===== config.mk =====
export PLATFORM = sky130hd
export DESIGN_NAME = mlane_slave_engine
export DESIGN_NICKNAME = d
export VERILOG_FILES = /design/src/rtl/mls_pkg.sv /design/src/rtl/mls_sync.sv /design/src/rtl/mls_frontend.sv /design/src/rtl/mls_datapath.sv /design/src/rtl/mls_pads.sv /design/src/rtl/mlane_slave_engine.sv
export SDC_FILE = /design/constraint.sdc
export NUM_CORES = 1
export LEC_CHECK = 0
export ABC_CLOCK_PERIOD_IN_PS = 1800
export BUFFER_PORTS_ARGS = -buffer_cell sky130_fd_sc_hd__buf_2
export CAP_MARGIN = 20
export CORE_MARGIN = 1
export CORE_UTILIZATION = 56
export DETAILED_ROUTE_END_ITERATION = 10
export GPL_TIMING_DRIVEN = 1
export PLACE_DENSITY = 0.78
export RECOVER_POWER = 50
export SETUP_SLACK_MARGIN = 0.4
export SYNTH_ARGS = -nofsm -noshare
export SYNTH_HDL_FRONTEND = slang
export SYNTH_SLANG_ARGS = --single-unit

===== constraint.sdc =====
create_clock -name clk -period 1.8 [get_ports clk]
set_input_delay 0.45 -clock clk [delete_from_list [all_inputs] [get_ports clk]]
set_output_delay 0.45 -clock clk [all_outputs]
set_load 0.01 [all_outputs]

===== src/rtl/mls_pkg.sv =====
// Shared definitions for the multi-lane serial slave engine.
// Assumes a fixed pad count of four lanes.
package mls_pkg;
    localparam int unsigned NUM_LANES = 4;

    typedef enum logic [1:0] {
        LM_SINGLE = 2'd0,
        LM_DUAL   = 2'd1,
        LM_QUAD   = 2'd2,
        LM_QUAD_X = 2'd3
    } lane_mode_e;

    // Number of data lanes that carry bits in a given mode.
    function automatic int unsigned lanes_of(lane_mode_e m);
        case (m)
            LM_SINGLE: return 1;
            LM_DUAL:   return 2;
            default:   return 4;
        endcase
    endfunction
endpackage


===== src/rtl/mls_sync.sv =====
// Two-flop synchronizer for a bundle of asynchronous inputs.
// Assumes each bit is independently sampled; no bus coherence is implied.
module mls_sync #(
    parameter int unsigned W       = 1,
    parameter logic [W-1:0] RST_VAL = '0
) (
    input  logic         clk,
    input  logic         rst_n,
    input  logic [W-1:0] d_i,
    output logic [W-1:0] q_o
);
    logic [W-1:0] meta_q;
    logic [W-1:0] stab_q;

    // Capture the asynchronous bits through two register stages.
    always_ff @(posedge clk) begin
        if (!rst_n) begin
            meta_q <= RST_VAL;
            stab_q <= RST_VAL;
        end else begin
            meta_q <= d_i;
            stab_q <= meta_q;
        end
    end

    assign q_o = stab_q;
endmodule


===== src/rtl/mls_frontend.sv =====
// Brings serial clock, select and lane data into the system clock domain
// and turns serial clock transitions into a one-cycle sampling strobe.
// Assumes clk runs at least four times faster than the serial clock and
// that polarity/phase settings are static during a transfer.
module mls_frontend import mls_pkg::*; (
    input  logic                 clk,
    input  logic                 rst_n,
    input  logic                 sclk_i,
    input  logic                 sel_n_i,
    input  logic [NUM_LANES-1:0] lane_din_i,
    input  logic                 cpol_i,
    input  logic                 cpha_i,
    output logic                 sample_o,
    output logic                 active_o,
    output logic                 sel_fall_o,
    output logic [NUM_LANES-1:0] lane_s_o
);
    localparam int unsigned SYNC_W = NUM_LANES + 2;
    localparam logic [SYNC_W-1:0] SYNC_RST = {1'b1, 1'b0, {NUM_LANES{1'b0}}};

    logic [SYNC_W-1:0] sync_q;
    logic              sclk_s;
    logic              sel_n_s;
    logic              sclk_d;
    logic              sel_n_d;
    logic              rise;
    logic              fall;

    mls_sync #(.W(SYNC_W), .RST_VAL(SYNC_RST)) i_sync (
        .clk   (clk),
        .rst_n (rst_n),
        .d_i   ({sel_n_i, sclk_i, lane_din_i}),
        .q_o   (sync_q)
    );

    assign sel_n_s  = sync_q[SYNC_W-1];
    assign sclk_s   = sync_q[SYNC_W-2];
    assign lane_s_o = sync_q[NUM_LANES-1:0];

    // Keep one more stage of clock and select for edge detection.
    always_ff @(posedge clk) begin
        if (!rst_n) begin
            sclk_d  <= 1'b0;
            sel_n_d <= 1'b1;
        end else begin
            sclk_d  <= sclk_s;
            sel_n_d <= sel_n_s;
        end
    end

    // Choose the sampling edge from polarity and phase.
    always_comb begin
        rise     = sclk_s & ~sclk_d;
        fall     = ~sclk_s & sclk_d;
        active_o = ~sel_n_s;
        sample_o = active_o & ((cpol_i == cpha_i) ? rise : fall);
        sel_fall_o = ~sel_n_s & sel_n_d;
    end
endmodule


===== src/rtl/mls_datapath.sv =====
// Group counter, receive shifter, transmit shifter and transmit holding
// register. One lane group moves per sampling strobe.
// Assumes BYTE_W is a multiple of four and at least eight.
module mls_datapath import mls_pkg::*; #(
    parameter int unsigned BYTE_W = 8
) (
    input  logic                 clk,
    input  logic                 rst_n,
    input  lane_mode_e           mode_i,
    input  logic                 dir_i,
    input  logic                 sample_i,
    input  logic                 active_i,
    input  logic                 sel_fall_i,
    input  logic [NUM_LANES-1:0] lane_s_i,
    input  logic [BYTE_W-1:0]    tx_data_i,
    input  logic                 tx_valid_i,
    output logic                 tx_ready_o,
    output logic [BYTE_W-1:0]    rx_data_o,
    output logic                 rx_valid_o,
    output logic [NUM_LANES-1:0] tx_top_o
);
    localparam int unsigned CNT_W = $clog2(BYTE_W);

    logic [CNT_W-1:0]  grp_cnt;
    logic [CNT_W-1:0]  last_grp;
    logic [BYTE_W-1:0] rx_sr;
    logic [BYTE_W-1:0] rx_next;
    logic [BYTE_W-1:0] tx_sr;
    logic [BYTE_W-1:0] tx_next;
    logic [BYTE_W-1:0] hold_q;
    logic [BYTE_W-1:0] fresh;
    logic              hold_full;
    logic              transmit;
    logic              receive;
    logic              byte_done;
    logic              load_pt;

    // Per-mode group limit and shifted register values.
    always_comb begin
        case (mode_i)
            LM_SINGLE: begin
                last_grp = CNT_W'(BYTE_W - 1);
                rx_next  = {rx_sr[BYTE_W-2:0], lane_s_i[1]};
                tx_next  = {tx_sr[BYTE_W-2:0], 1'b0};
            end
            LM_DUAL: begin
                last_grp = CNT_W'(BYTE_W / 2 - 1);
                rx_next  = {rx_sr[BYTE_W-3:0], lane_s_i[1:0]};
                tx_next  = {tx_sr[BYTE_W-3:0], 2'b00};
            end
            default: begin
                last_grp = CNT_W'(BYTE_W / 4 - 1);
                rx_next  = {rx_sr[BYTE_W-5:0], lane_s_i[3:0]};
                tx_next  = {tx_sr[BYTE_W-5:0], 4'b0000};
            end
        endcase
    end

    // Role decode and load-point detection.
    always_comb begin
        transmit  = (mode_i == LM_SINGLE) || !dir_i;
        receive   = (mode_i == LM_SINGLE) || dir_i;
        byte_done = sample_i && (grp_cnt == last_grp);
        load_pt   = sel_fall_i || byte_done;
        fresh     = (transmit && hold_full) ? hold_q : '1;
    end

    // Receive shifting, group counting and byte delivery.
    always_ff @(posedge clk) begin
        if (!rst_n) begin
            grp_cnt    <= '0;
            rx_sr      <= '0;
            rx_data_o  <= '0;
            rx_valid_o <= 1'b0;
        end else begin
            rx_valid_o <= 1'b0;
            if (!active_i) begin
                grp_cnt <= '0;
                rx_sr   <= '0;
            end else if (sample_i) begin
                rx_sr <= rx_next;
                if (byte_done) begin
                    grp_cnt    <= '0;
                    rx_data_o  <= rx_next;
                    rx_valid_o <= receive;
                end else begin
                    grp_cnt <= grp_cnt + 1'b1;
                end
            end
        end
    end

    // Transmit shifter: reload at load points, advance after each sample.
    always_ff @(posedge clk) begin
        if (!rst_n) begin
            tx_sr <= '1;
        end else if (load_pt) begin
            tx_sr <= fresh;
        end else if (sample_i) begin
            tx_sr <= tx_next;
        end
    end

    // Single-entry holding register with valid/ready acceptance.
    always_ff @(posedge clk) begin
        if (!rst_n) begin
            hold_q    <= '0;
            hold_full <= 1'b0;
        end else if (tx_valid_i && !hold_full) begin
            hold_q    <= tx_data_i;
            hold_full <= 1'b1;
        end else if (load_pt && transmit) begin
            hold_full <= 1'b0;
        end
    end

    assign tx_ready_o = !hold_full;
    assign tx_top_o   = tx_sr[BYTE_W-1 -: NUM_LANES];
endmodule


===== src/rtl/mls_pads.sv =====
// Per-lane output enable and data for the tristate pads.
// Purely combinational from the raw select pin, so lanes release at once.
module mls_pads import mls_pkg::*; (
    input  logic                 sel_n_i,
    input  lane_mode_e           mode_i,
    input  logic                 dir_i,
    input  logic [NUM_LANES-1:0] tx_top_i,
    output logic [NUM_LANES-1:0] oe_o,
    output logic [NUM_LANES-1:0] dout_o
);
    logic [NUM_LANES-1:0] grp;
    logic [NUM_LANES-1:0] mask;

    // Align the outgoing group to the lanes of the current mode.
    always_comb begin
        case (mode_i)
            LM_SINGLE: grp = {3'b000, tx_top_i[3]};
            LM_DUAL:   grp = {2'b00, tx_top_i[3:2]};
            default:   grp = tx_top_i;
        endcase
    end

    // Per-lane drive decision from mode, direction and select.
    for (genvar i = 0; i < NUM_LANES; i++) begin : g_lane
        always_comb begin
            if (sel_n_i) begin
                mask[i] = 1'b0;
            end else if (mode_i == LM_SINGLE) begin
                mask[i] = (i == 0);
            end else begin
                mask[i] = !dir_i && (i < int'(lanes_of(mode_i)));
            end
        end
    end

    assign oe_o   = mask;
    assign dout_o = grp & mask;
endmodule


===== src/rtl/mlane_slave_engine.sv =====
// Top level of the multi-lane serial slave engine: synchronizing front end,
// shifting datapath and pad control.
// Assumes clk is at least four times the serial clock and the configuration
// inputs stay constant while select is low.
module mlane_slave_engine import mls_pkg::*; #(
    parameter int unsigned BYTE_W = 8
) (
    input  logic              clk,
    input  logic              rst_n,
    input  logic              sclk_i,
    input  logic              sel_n_i,
    input  logic [3:0]        lane_din_i,
    output logic [3:0]        lane_dout_o,
    output logic [3:0]        lane_oe_o,
    input  logic [1:0]        lane_mode_i,
    input  logic              dir_i,
    input  logic              cpol_i,
    input  logic              cpha_i,
    output logic [BYTE_W-1:0] rx_data_o,
    output logic              rx_valid_o,
    input  logic [BYTE_W-1:0] tx_data_i,
    input  logic              tx_valid_i,
    output logic              tx_ready_o
);
    lane_mode_e           mode;
    logic                 sample;
    logic                 active;
    logic                 sel_fall;
    logic [NUM_LANES-1:0] lane_s;
    logic [NUM_LANES-1:0] tx_top;

    assign mode = lane_mode_e'(lane_mode_i);

    mls_frontend i_frontend (
        .clk        (clk),
        .rst_n      (rst_n),
        .sclk_i     (sclk_i),
        .sel_n_i    (sel_n_i),
        .lane_din_i (lane_din_i),
        .cpol_i     (cpol_i),
        .cpha_i     (cpha_i),
        .sample_o   (sample),
        .active_o   (active),
        .sel_fall_o (sel_fall),
        .lane_s_o   (lane_s)
    );

    mls_datapath #(.BYTE_W(BYTE_W)) i_datapath (
        .clk        (clk),
        .rst_n      (rst_n),
        .mode_i     (mode),
        .dir_i      (dir_i),
        .sample_i   (sample),
        .active_i   (active),
        .sel_fall_i (sel_fall),
        .lane_s_i   (lane_s),
        .tx_data_i  (tx_data_i),
        .tx_valid_i (tx_valid_i),
        .tx_ready_o (tx_ready_o),
        .rx_data_o  (rx_data_o),
        .rx_valid_o (rx_valid_o),
        .tx_top_o   (tx_top)
    );

    mls_pads i_pads (
        .sel_n_i  (sel_n_i),
        .mode_i   (mode),
        .dir_i    (dir_i),
        .tx_top_i (tx_top),
        .oe_o     (lane_oe_o),
        .dout_o   (lane_dout_o)
    );
endmodule


# Word level (Yosys, flattened, before mapping)
# Index checks and enable logic that the tools add are counted.
[word_totals] ff_bits=50 input_bits=22 output_inout_bits=18 elab_cells=71
[classes] add_sub_neg=1 order_cmp=4 eq_ne=3 n_mux=22 bitwise_logic=11 n_reduce_logical=19
[ops] cell="$lt A3 B32 Y1 const A" count=2
[ops] cell="$mux W32" count=2
[ops] cell="$lt A1 B32 Y1 const A" count=1
[ops] cell="$lt A2 B32 Y1 const A" count=1
[ops] cell="$pmux W8 S2" count=2
[ops] cell="$mux W8" count=3
[ops] cell="$mux W1" count=11
[ops] cell="$logic_and A1 B1 Y1" count=8
[ops] cell="$pmux W4 S2" count=1
[ops] cell="$mux W3" count=2
[ops] cell="$not A1 Y1" count=6
[ops] cell="$pmux W3 S2" count=1
[ops] cell="$and A1 B1 Y1" count=4
[ops] cell="$and A4 B4 Y4" count=1
[ops] cell="$reduce_bool A2 Y1" count=2
[ops] cell="$reduce_or A4 Y1" count=1
[ops] cell="$add A3 B1 Y3 const B" count=1
[ops] cell="$eq A3 B3 Y1" count=1
[ops] cell="$logic_or A1 B1 Y1" count=3
[ops] cell="$reduce_and A3 Y1" count=1
[ops] cell="$eq A2 B1 Y1 const B" count=1
[ops] cell="$logic_not A1 Y1" count=2
[ops] cell="$logic_not A2 Y1" count=1
[ops] cell="$reduce_or A2 Y1" count=1
[ops] cell="$eq A1 B1 Y1" count=1

# Depth between registers and ports, before layout
[depth] word_depth=9 depth_mapped=6 depth_no_buf=4

# Cells and area by module
# From an unflattened synthesis, not the netlist that was laid out.
[hier_totals] hier_cells=260 hier_area_um2=2337.2
[modules_own_cells] module="mls_datapath" instances=1 cells_each=210 area_per_inst_um2=1805.5 seq_area_each_um2=720.7
[modules_own_cells] module="mls_sync" instances=1 cells_each=25 area_per_inst_um2=334.1 seq_area_each_um2=240.2
[modules_own_cells] module="mls_pads" instances=1 cells_each=15 area_per_inst_um2=102.6 seq_area_each_um2=0.0
[modules_own_cells] module="mls_frontend" instances=1 cells_each=10 area_per_inst_um2=95.1 seq_area_each_um2=40.0

# Worst setup path before layout
# Ideal clock, no wire load.
[synth_path] path_type="input -> output" start="input lane_mode_i[0]" end="output lane_dout_o[0]" arrival_ns=1.375 required_ns=1.350 slack_ns=-0.025 path_stages=4 path_buffers=1 path_cell_list="buf_4 -> or2_2 -> a21oi_1 -> and2_1"
[synth_via] elab_chain_len=9 word_cells_on_any_way=11 cone_classes="order compare (1); eq/ne (1); mux (6); bitwise (1); reduce/logical (2)"
[synth_rtl] item="start: declaration" line="mlane_slave_engine.sv:15" source="input logic [1:0] lane_mode_i,"
[synth_rtl] item="$eq A2 B1 Y1" line="mls_pkg.sv:15" source="case (m)"
[synth_rtl] item="$mux W3"
[synth_rtl] item="$mux W32" line="mls_pads.sv:28" source="end else if (mode_i == LM_SINGLE) begin"
[synth_rtl] item="$mux W32" line="mls_pads.sv:26" source="if (sel_n_i) begin"
[synth_rtl] item="$lt A1 B32 Y1" line="mls_pads.sv:31" source="mask[i] = !dir_i && (i < int'(lanes_of(mode_i)));"
[synth_rtl] item="$logic_and A1 B1 Y1" line="mls_pads.sv:31"
[synth_rtl] item="$mux W1 *" line="mls_pads.sv:28"
[synth_rtl] item="$mux W1 *" line="mls_pads.sv:26"
[synth_rtl] item="net lane_oe_o[0]" line="mlane_slave_engine.sv:14" source="output logic [3:0] lane_oe_o,"
[synth_rtl] item="$and A4 B4 Y4 *" line="mls_pads.sv:37" source="assign dout_o = grp & mask;"
[synth_rtl] item="end: declaration" line="mlane_slave_engine.sv:13" source="output logic [3:0] lane_dout_o,"
# The timed path passes the listed nets; every way through them passes the cells marked *. The select of a mux whose other input is x is not followed.

# Final worst setup path
[layout_path] start="input lane_mode_i[0]" end="output lane_dout_o[0]"
[layout_via] elab_chain_len=9 word_cells_on_any_way=11 cone_classes="order compare (1); eq/ne (1); mux (6); bitwise (1); reduce/logical (2)"
[layout_rtl] item="$eq A2 B1 Y1" line="mls_pkg.sv:15, mls_pads.sv:16"
[layout_rtl] item="$mux W3"
[layout_rtl] item="$mux W32" line="mls_pads.sv:28"
[layout_rtl] item="$mux W32" line="mls_pads.sv:26"
[layout_rtl] item="$lt A1 B32 Y1" line="mls_pads.sv:31"
[layout_rtl] item="$logic_and A1 B1 Y1" line="mls_pads.sv:31"
[layout_rtl] item="$mux W1" line="mls_pads.sv:28"
[layout_rtl] item="$mux W1" line="mls_pads.sv:26"
[layout_rtl] item="$and A4 B4 Y4 *" line="mls_pads.sv:37"
# Every way passes the cells marked *; elsewhere a longest branch is shown, timed or not. The select of a mux whose other input is x is not followed.

==> run_results.csv <==
group,metric,value,unit
status,status,"complete, no violations",
run,maxCapViolations,0,
floorplan,die_h,68.60,um
global_routing,grt_pass1_vias,2303,
timing,hold_viol,0,
global_routing,grt_pass1_wl,10960,um
logic_synthesis,ys_seq_area_share,40.30,%
logic_synthesis,synth_warnings,0,
final_layout,area_growth,46.90,%
worst_setup_path,crit_path_start_kind,"primary input",
timing,period_share,95.51,%
pwr,leakage,1.389,nW
floorplan,start_util,60.35,%
logic_synthesis,synth_area_per_cell,8.535,sq um
final_layout,drive_above_1_share,42.54,%
logic_synthesis,ys_async_sr_fraction,0,%
worst_setup_path,cp_max_fo,4,
detailed_routing,via_count,2869,
timing,finalCriticalPeriod,1.719,ns
logic_synthesis,synth_area_leader_cell,"dfxtp_1",
floorplan,die_width,68.60,um
logic_synthesis,synth_top_flop_cell,"dfxtp_1",
clock_network,root_buffer,"clkbuf_8",
timing,clock_skew,0.01322,ns
worst_hold_path,hold_class,"primary input to flip-flop",
clock_network,cts_tree,"yes",
timing,rsz0062_at_grt,"yes",
logic_synthesis,synth_edf_count,0,
global_routing,grt_max_degree,17,
detailed_routing,via_per_inst,7.084,
clock_network,clk_transition_reported_paths,0.09,ns
worst_setup_path,critical_path_arrival,1.27,ns
placed_design,gp_congestion,0.8770,
worst_setup_path,crit_path_end_kind,"output pin",
placed_design,hpwlAfterDp,4010,um
floorplan,num_rows,23,
pwr,powerDensity,671.8,mW/mm^2
global_routing,antenna_found_initial,2,
logic_synthesis,netlist_area,0.002484,sq mm
global_routing,grt_overflow_total,0,
timing,worstMarginPinSlew,0.6679,ns
detailed_routing,dr.pass1.iters,5,
clock_network,clock-sinks,50,
pwr,power,2.451,mW
worst_setup_path,required,1.35,ns
timing,slew-limit-headroom,55.42,%
placed_design,portBuffers,39,
detailed_routing,drt_iter0_markers,540,
timing,max_freq,581.6,MHz
pwr,peakVddDrop,0.6725,mV
global_routing,grtUsageTotal,32.25,%
floorplan,die_area,0.004705,sq mm
detailed_routing,drt-wirelength-per-cell,24.84,um
final_layout,fillers,158,
logic_synthesis,synth_top_area_share,40.30,%
detailed_routing,drc_errors,0,
clock_network,cts.htree.levels,2,
clock_network,insertion_delay,0.32,ns
detailed_routing,drt_wl_total,10060,um
logic_synthesis,syn-instance-count,291,
logic_synthesis,ys_top_cells_by_area,"dfxtp_1, mux2i_1, nand2_1, a21oi_1, o21ai_0",
logic_synthesis,ys_types,37,
worst_setup_path,path_class,"primary input to output pin",
clock_network,numCtsBuffers,5,
timing,maxSlewViolCount,0,
timing,setup_viol,0,
logic_synthesis,ys_ff_latch,50,
logic_synthesis,syn_nets,314,
floorplan,placeableCoreArea,0.004115,sq mm
final_layout,nets,377,
floorplan,io_pins,40,
clock_network,cts_hold_buf,0,
detailed_routing,ant_nets,0,
clock_network,cts_buffer_depth,2,
final_layout,diodes,0,
timing,whs,0.3382,ns
[synth_stat cells, types with 7 or more instances]
library cell	instances
a211oi_1	8
a21oi_1	24
a22oi_1	7
and2_1	13
buf_2	8
clkbuf_1	8
dfxtp_1	50
mux2i_1	23
nand2_1	40
nand3_1	8
nor2_1	20
nor2b_1	9
nor3_1	8
o21ai_0	17
o221ai_1	7
[worst max-delay path, stage by stage]
cell	delay (ns)
buf_8	0.09
buf_4	0.11
mux2i_1	0.24
o21ai_1	0.10
and2_4	0.16
buf_6	0.11
[cell families (layout without fill, tap and decap cells)]
family          Yosys count  in the layout  synth area share (%)
simple gates            113            113                 22.62
buf+inv                  25             87                 5.088
mux                      27             28                 11.08
flops                    50             50                 40.30
compound gates           72             73                 19.35
xor+xnor                  3              3                 1.058
fa+ha+maj                 1              1                0.5037
[path summary, 6_finish.rpt]
kind                                          startpoint                                      to  slack, ns  depth (start not counted)
hold / removal                                    sclk_i  i_frontend.i_sync.meta_q[4]$_SDFF_PN0_       0.34                          2
setup / recovery                          lane_mode_i[0]                          lane_dout_o[0]       0.08                          6
setup reg to reg      i_datapath.grp_cnt[2]$_SDFFE_PP0P_      i_datapath.grp_cnt[2]$_SDFFE_PP0P_       0.13                          5
hold reg to reg   i_frontend.i_sync.meta_q[5]$_SDFF_PN1_     i_frontend.i_sync.q_o[5]$_SDFF_PN1_       0.43                          1
[cell usage in the layout (no fill, tap or decap), types with 8 or more instances in the layout]
cell type and instances:
clkbuf_1 10, buf_2 17, a211oi_1 8, mux2i_1 21, buf_4 21, buf_6 18
nor2_1 15, a21oi_2 10, dfxtp_1 44, nor2b_1 9, o21ai_0 8, a21oi_1 12
nand2_1 39
[flip-flops by register name, indices dropped and copies added, names as in the netlist]
register and flops:
i_datapath.hold_q 8, i_datapath.rx_data_o 8, i_datapath.tx_sr 8, i_datapath.rx_sr 7, i_frontend.i_sync.meta_q 6, i_frontend.i_sync.q_o 6, i_datapath.grp_cnt 3, i_datapath.hold_full 1
i_datapath.rx_valid_o 1, i_frontend.sclk_d 1, i_frontend.sel_n_d 1
[repair_timing]
action                     4_1_cts  5_1_grt
pin swaps                       18       24
setup endpoints to repair       27       34
gates resized for setup         71       63
gates cloned                     3        2
buffers inserted                11        7
[per-stage QoR]
step / cells / util [%] / setup TNS, ns / instance area, sq um / worst slack [ns]
floorplan: 291 / - / 0 / 2586 / 0.1759
CTS: 396 / 80.88 / 0 / 3328 / 0.1472
global placement: 374 / 68.29 / 0 / 2810 / 0.03243
finish: 405 / 88.66 / 0 / 3649 / 0.08073
detailed placement: 374 / 68.29 / -0.006945 / 2810 / -0.006945
global route: 405 / 88.66 / -0.006128 / 3649 / -0.006128
[where the power goes]
group	switching [mW]	internal, mW	total (mW)	leakage (nW)
sequential	0.0365	1.14	1.17	0.411
clock	0.409	0.458	0.867	0.0618
combinational	0.217	0.193	0.410	0.917
total	0.663	1.79	2.45	1.39
[layer usage]
| layer | routed length, um | track usage (%) | vias up |
|---|---|---|---|
| li1 | - | - | 1154 |
| met1 | 3748 | 41.38 | 1290 |
| met2 | 4307 | 49.39 | 331 |
| met3 | 1339 | 8.224 | 92 |
| met4 | 652 | 17.19 | 2 |
| met5 | 13 | 0 | - |
[area by class of cell]
| type | instances | area, sq um | area share [%] |
|---|---|---|---|
| sequential | 50 | 1018 | 27.92 |
| multi-input combinational | 218 | 1789 | 49.04 |
| inverter | 5 | 18.77 | 0.5144 |
| timing repair buffer | 74 | 638.1 | 17.49 |
| clock inverter | 2 | 38.79 | 1.063 |
| clock buffer | 6 | 82.58 | 2.263 |
| tap | 50 | 62.56 | 1.715 |
(Power assumes the default switching activity.)
